### src/rtl/abd_pkg.sv
package abd_pkg;
  typedef enum logic [2:0] {
    ST_IDLE,
    ST_WAIT_HIGH,
    ST_WAIT_FALL,
    ST_WAIT_RISE,
    ST_MEASURE
  } abd_state_t;

  localparam int unsigned EDGES_AFTER_FIRST = 4;
endpackage

### src/rtl/abd_sync.sv
module abd_sync #(
  parameter int unsigned STAGES = 2
) (
  input  logic clk,
  input  logic rst_n,
  input  logic din,
  output logic level,
  output logic rise,
  output logic fall
);
  logic [STAGES-1:0] chain;
  logic              prev;

  always_ff @(posedge clk or negedge rst_n) begin
    if (!rst_n) begin
      chain <= '1;
      prev  <= 1'b1;
    end else begin
      chain <= {chain[STAGES-2:0], din};
      prev  <= chain[STAGES-1];
    end
  end

  assign level = chain[STAGES-1];
  assign rise  = chain[STAGES-1] & ~prev;
  assign fall  = ~chain[STAGES-1] & prev;
endmodule

### src/rtl/abd_prescale.sv
module abd_prescale #(
  parameter int unsigned DIV_SLOW = 512,
  parameter int unsigned DIV_MID  = 128,
  parameter int unsigned DIV_FAST = 32
) (
  input  logic       clk,
  input  logic       rst_n,
  input  logic       clear,
  input  logic       run,
  input  logic [1:0] sel,
  output logic       tick
);
  localparam int unsigned PW = $clog2(DIV_SLOW);

  logic [PW-1:0] cnt;
  logic [PW-1:0] lim;

  always_comb begin
    case (sel)
      2'b00:   lim = PW'(DIV_SLOW - 1);
      2'b11:   lim = PW'(DIV_FAST - 1);
      default: lim = PW'(DIV_MID - 1);
    endcase
  end

  assign tick = run && (cnt == lim);

  always_ff @(posedge clk or negedge rst_n) begin
    if (!rst_n)              cnt <= '0;
    else if (clear || !run)  cnt <= '0;
    else if (cnt == lim)     cnt <= '0;
    else                     cnt <= cnt + 1'b1;
  end
endmodule

### src/rtl/abd_counter.sv
module abd_counter #(
  parameter int unsigned W = 16
) (
  input  logic         clk,
  input  logic         rst_n,
  input  logic         load_one,
  input  logic         inc,
  output logic [W-1:0] value,
  output logic         sat
);
  assign sat = inc && (value == '1);

  always_ff @(posedge clk or negedge rst_n) begin
    if (!rst_n)                     value <= '0;
    else if (load_one)              value <= W'(1);
    else if (inc && value != '1)    value <= value + 1'b1;
  end
endmodule

### src/rtl/abd_detector.sv
module abd_detector #(
  parameter int unsigned CNT_W    = 16,
  parameter int unsigned SYNC_LEN = 2,
  parameter int unsigned DIV_SLOW = 512,
  parameter int unsigned DIV_MID  = 128,
  parameter int unsigned DIV_FAST = 32
) (
  input  logic             clk,
  input  logic             rst_n,
  input  logic             rx_async,
  input  logic             sel_wide,
  input  logic             sel_fast,
  input  logic             start,
  output logic             busy,
  output logic             res_valid,
  input  logic             res_ready,
  output logic [CNT_W-1:0] count_raw,
  output logic [CNT_W-1:0] divisor,
  output logic             ovf,
  output logic             narrow_ovf
);
  import abd_pkg::*;

  localparam int unsigned EW = $clog2(EDGES_AFTER_FIRST + 1);

  abd_state_t       state;
  logic [EW-1:0]    edges;
  logic             rx_lvl, rx_rise, rx_fall;
  logic             tick, sat, first_edge;
  logic [CNT_W-1:0] cnt_val;
  logic [CNT_W-1:0] raw_q;
  logic             valid_q, ovf_q;

  abd_sync #(.STAGES(SYNC_LEN)) u_sync (
    .clk(clk), .rst_n(rst_n), .din(rx_async),
    .level(rx_lvl), .rise(rx_rise), .fall(rx_fall)
  );

  assign first_edge = (state == ST_WAIT_RISE) && rx_rise;

  abd_prescale #(.DIV_SLOW(DIV_SLOW), .DIV_MID(DIV_MID), .DIV_FAST(DIV_FAST)) u_pre (
    .clk(clk), .rst_n(rst_n), .clear(first_edge),
    .run(state == ST_MEASURE), .sel({sel_wide, sel_fast}), .tick(tick)
  );

  abd_counter #(.W(CNT_W)) u_cnt (
    .clk(clk), .rst_n(rst_n), .load_one(first_edge),
    .inc((state == ST_MEASURE) && tick), .value(cnt_val), .sat(sat)
  );

  always_ff @(posedge clk or negedge rst_n) begin
    if (!rst_n) begin
      state   <= ST_IDLE;
      edges   <= '0;
      raw_q   <= '0;
      valid_q <= 1'b0;
      ovf_q   <= 1'b0;
    end else begin
      if (valid_q && res_ready) valid_q <= 1'b0;
      unique case (state)
        ST_IDLE: if (start) begin
          ovf_q <= 1'b0;
          state <= rx_lvl ? ST_WAIT_FALL : ST_WAIT_HIGH;
        end
        ST_WAIT_HIGH: if (rx_lvl)  state <= ST_WAIT_FALL;
        ST_WAIT_FALL: if (rx_fall) state <= ST_WAIT_RISE;
        ST_WAIT_RISE: if (rx_rise) begin
          edges <= '0;
          state <= ST_MEASURE;
        end
        ST_MEASURE: begin
          if (sat) begin
            ovf_q   <= 1'b1;
            raw_q   <= '1;
            valid_q <= 1'b1;
            state   <= ST_IDLE;
          end else if (rx_rise) begin
            if (edges == EW'(EDGES_AFTER_FIRST - 1)) begin
              raw_q   <= cnt_val;
              valid_q <= 1'b1;
              state   <= ST_IDLE;
            end else begin
              edges <= edges + 1'b1;
            end
          end
        end
        default: state <= ST_IDLE;
      endcase
    end
  end

  assign busy       = (state != ST_IDLE);
  assign res_valid  = valid_q;
  assign count_raw  = raw_q;
  assign divisor    = raw_q - 1'b1;
  assign ovf        = ovf_q;
  assign narrow_ovf = !sel_wide && (|raw_q[CNT_W-1:8]);
endmodule

### config.mk
export PLATFORM = sky130hd
export DESIGN_NAME = abd_detector
export DESIGN_NICKNAME = d
export VERILOG_FILES = /design/src/rtl/abd_pkg.sv /design/src/rtl/abd_sync.sv /design/src/rtl/abd_prescale.sv /design/src/rtl/abd_counter.sv /design/src/rtl/abd_detector.sv
export SDC_FILE = /design/constraint.sdc
export NUM_CORES = 1
export LEC_CHECK = 0
export BUFFER_PORTS_ARGS = -buffer_cell sky130_fd_sc_hd__buf_2
export CAP_MARGIN = 10
export CORE_MARGIN = 2
export CORE_UTILIZATION = 40
export CTS_BUF_LIST = sky130_fd_sc_hd__clkbuf_2 sky130_fd_sc_hd__clkbuf_4 sky130_fd_sc_hd__clkbuf_8
export DETAILED_ROUTE_END_ITERATION = 10
export GPL_TIMING_DRIVEN = 0
export PLACE_DENSITY = 0.61
export RECOVER_POWER = 25
export SLEW_MARGIN = 20
export SYNTH_ARGS = -nofsm -noshare
export SYNTH_HDL_FRONTEND = slang
export SYNTH_HIERARCHICAL = 1
export SYNTH_SLANG_ARGS = --single-unit
### constraint.sdc
create_clock -name clk -period 2.7 [get_ports clk]
set_clock_uncertainty 0.1 [all_clocks]
set_input_delay 0.27 -clock clk [delete_from_list [all_inputs] [get_ports clk]]
set_output_delay 0.27 -clock clk [all_outputs]
set_load 0.01 [all_outputs]
==> metrics.csv <==
metric;value;unit
status;finished clean;
IO Pins;43;
number of diodes;0;
placer congestion estimate;0.829;
vias per inst;5.30;
Post-Synth Adder-Cell Area;0.0223;
max-slew violation count;0;
YS warnings;6;
type of origin of the critical path;flop;
CTS buffer count;5;
post-DP HPWL;4.43;mm
GRT Resource Usage Total;0.170;
Sum Neg Setup Slack;0;ns
IO Port Bufs;42;
Sink Count;52;
Worst Hold Depth;3;
Synth Area in Simple Gates;0.265;
reg2reg end;u_cnt/value[15];
largest family of logic cells by synthesized area;simple AND/OR/NAND/NOR gates;
Worst R2R Path Depth;10;
Die X;87.8;um
Peak VDD IR;0.322;mV
crit share post-route;0.971;
PwrDens;450;nW/um2
largest net degree at the start of global routing;53;
DR WL/cell;13.8;um
DRC violations left;0;
fmax;381;MHz
most frequent cells in the layout;45 x dfrtp_1, 44 x nor2_1, 42 x buf_2, 30 x a21oi_1, 16 x nand2_1;
Netlist cell types;53;
die extent in y;87.8;um
flops & latches, synth;52;
critical path type;reg -> out;
Skew-Pair Late Insertion Delay;0.31;ns
Core Area;6790;um2
placed instance count;438;
measured slew at the worst slew-check pin;1.28;ns
Lkg Pwr;1.60;nW
Avg Synthesized Cell Area;9.37;um2
first-pass GRT wire length;10.4;mm
XOR/XNOR Fraction of Synth Area;0.0592;
Synth Instances;300;
WP data required;2.33;ns
CTS Root Cell;clkbuf_8;
Initial DRC Count;100;
Area Growth Syn to Fin;23.6;%
Max Cap Viol;0;
syn_nets;312;
hold crit path type;in -> reg;
drt total wl;6.26;mm
Starting Density;0.414;
CTS tree;yes;
Seq/Total Area, Yosys;0.464;
Nets;370;
vias;2411;
clock buffer depth;2;
# H-tree levels;2;
min Tclk post-route;2.62;ns
crit path from;count_raw[0];
Synth Cell Area;2810;um2
relative slew slack;0.148;
Worst Setup End Kind;output port;
post-synthesis mux area share;0.0116;
GR Overflow Total;0;
ratio of cells with drive above 1 in the final layout;0.295;
Final ANT Viol Nets;0;
initial antenna violation count;0;
endpoints failing setup;0;
FP Rows;30;
Initial DRT Pass Iterations;4;
Final Hold Fails;0;
Arr. time, crit path;2.25;ns
Layout Cells excl Fill;455;
die footprint;7710;um2
vias in the first global route;2221;
RSZ-0062 raised after global routing;true;
Compound-Gate Fraction of Synth Area;0.145;
CP Max Fanout;3;
slack of the worst reg-to-reg path;0.15;ns
commonest non-fill, non-tap cell in the layout;dfrtp_1;
Worst-path clk slew;0.10;ns
Setup crit end;divisor[7];
Critical R2R Launch;u_pre/cnt[0];
## cells by family after synthesis
logic type / after synthesis
AO/OA/AOI/OAI: 66
XOR/XNOR: 19
adder cells (fa/ha/maj): 5
buffers and inverters: 23
flip-flops: 52
multiplexers: 3
AND/OR/NAND/NOR: 132
## critical path: stages (launching register included)
cell and delay (ns):
dfrtp_1 0.40, buf_4 0.14, or4_4 0.57, or2_2 0.34, nor3_1 0.18, xor2_1 0.16
buf_2 0.15
## cell usage after synthesis (all sizes together)
| cell type | number | area [um2] |
|---|---|---|
| a32o | 2 | 20.0 |
| o31ai | 7 | 52.6 |
| a21o | 2 | 15.0 |
| mux2i | 1 | 10.0 |
| o41ai | 4 | 35.0 |
| dfstp | 3 | 78.8 |
| a21oi | 31 | 159 |
| buf | 4 | 18.8 |
| and2 | 3 | 18.8 |
| nor2 | 45 | 169 |
| nand4 | 7 | 58.8 |
| a22o | 1 | 8.76 |
| and4 | 1 | 8.76 |
| nor3b | 4 | 30.0 |
| a31o | 1 | 8.76 |
| nand3 | 7 | 35.0 |
| o2bb2ai | 1 | 8.76 |
| or3b | 1 | 8.76 |
| o21ai | 12 | 60.1 |
| nor3 | 11 | 60.1 |
| or3 | 9 | 66.3 |
| o21ba | 1 | 10.0 |
| ha | 5 | 62.6 |
| dfrtp | 49 | 1230 |
| xor2 | 13 | 114 |
| and2b | 1 | 8.76 |
| and3 | 2 | 12.5 |
| inv | 11 | 41.3 |
| clkbuf | 8 | 31.3 |
| nor4 | 6 | 65.1 |
| or2 | 3 | 18.8 |
| nand2 | 16 | 60.1 |
| nor2b | 4 | 25.0 |
| mux2 | 2 | 22.5 |
| or4 | 7 | 56.3 |
| or4b | 2 | 23.8 |
| nand2b | 2 | 12.5 |
| xnor2 | 6 | 52.6 |
| a211oi | 2 | 15.0 |
| o21bai | 2 | 15.0 |
| nand3b | 1 | 7.51 |
## per-layer routing
layer	global-route usage	wire (um)	part of all wire
met1	0.229	3040	0.49
met2	0.283	2840	0.45
met3	0.0320	303	0.048
met4	0.0462	70	0.011
met5	0	0	0
## area by class of cell
cell class                      instances  area (um2)
Multi-Input combinational cell        225        1520
Fill cell                             649        3320
Sequential cell                        52        1310
Inverter                               11        41.3
Tap cell                               96         120
Timing Repair Buffer                   52         290
Clock inverter                          2        38.8
Clock buffer                            6        82.6
Buffer                                 11        72.6
## worst min path at each step
stage / from / to / slack (ns)
global placement: u_sync/chain[0] / u_sync/chain[1] / 0.25
detailed placement: rst_n / edges[0] / 0.25
floorplan: rst_n / count_raw[0] / -0.13
global route: res_ready / res_valid / 0.15
finish: res_ready / res_valid / 0.12
CTS: res_ready / res_valid / 0.11
## through the flow
stage               hold WS, ns  power, mW  instance area (um2)   util  worst slack [ns]
CTS                       0.112       1.58                 3390  0.499          0.000613
global placement          0.246       1.01                 3140  0.462            -0.445
floorplan                -0.126      0.951                 2810      -            0.0901
global route              0.148       1.65                 3480  0.512          -0.00694
detailed placement        0.247       1.01                 3140  0.463            -0.471
finish                    0.119       1.57                 3480  0.512            0.0783
## where the power goes
group	internal (mW)	switching, mW
clock network	0.303	0.256
logic	0.0648	0.0883
registers	0.808	0.0456
## flip-flops by register name, indices dropped and copies added, names as in the netlist
| name | count |
|---|---|
| state | 3 |
| u_sync/prev | 1 |
| edges | 3 |
| res_valid | 1 |
| ovf | 1 |
| u_pre/cnt | 9 |
| count_raw | 16 |
| u_cnt/value | 16 |
| u_sync/chain | 2 |
## timing repair
item	CTS	global route
endpoints found under the setup margin	34	36
hold endpoints to repair	50	0
resized for setup	16	27
hold buffers	2	0
pin swaps	2	3
setup buffers	7	1
(Power assumes the default switching activity.)
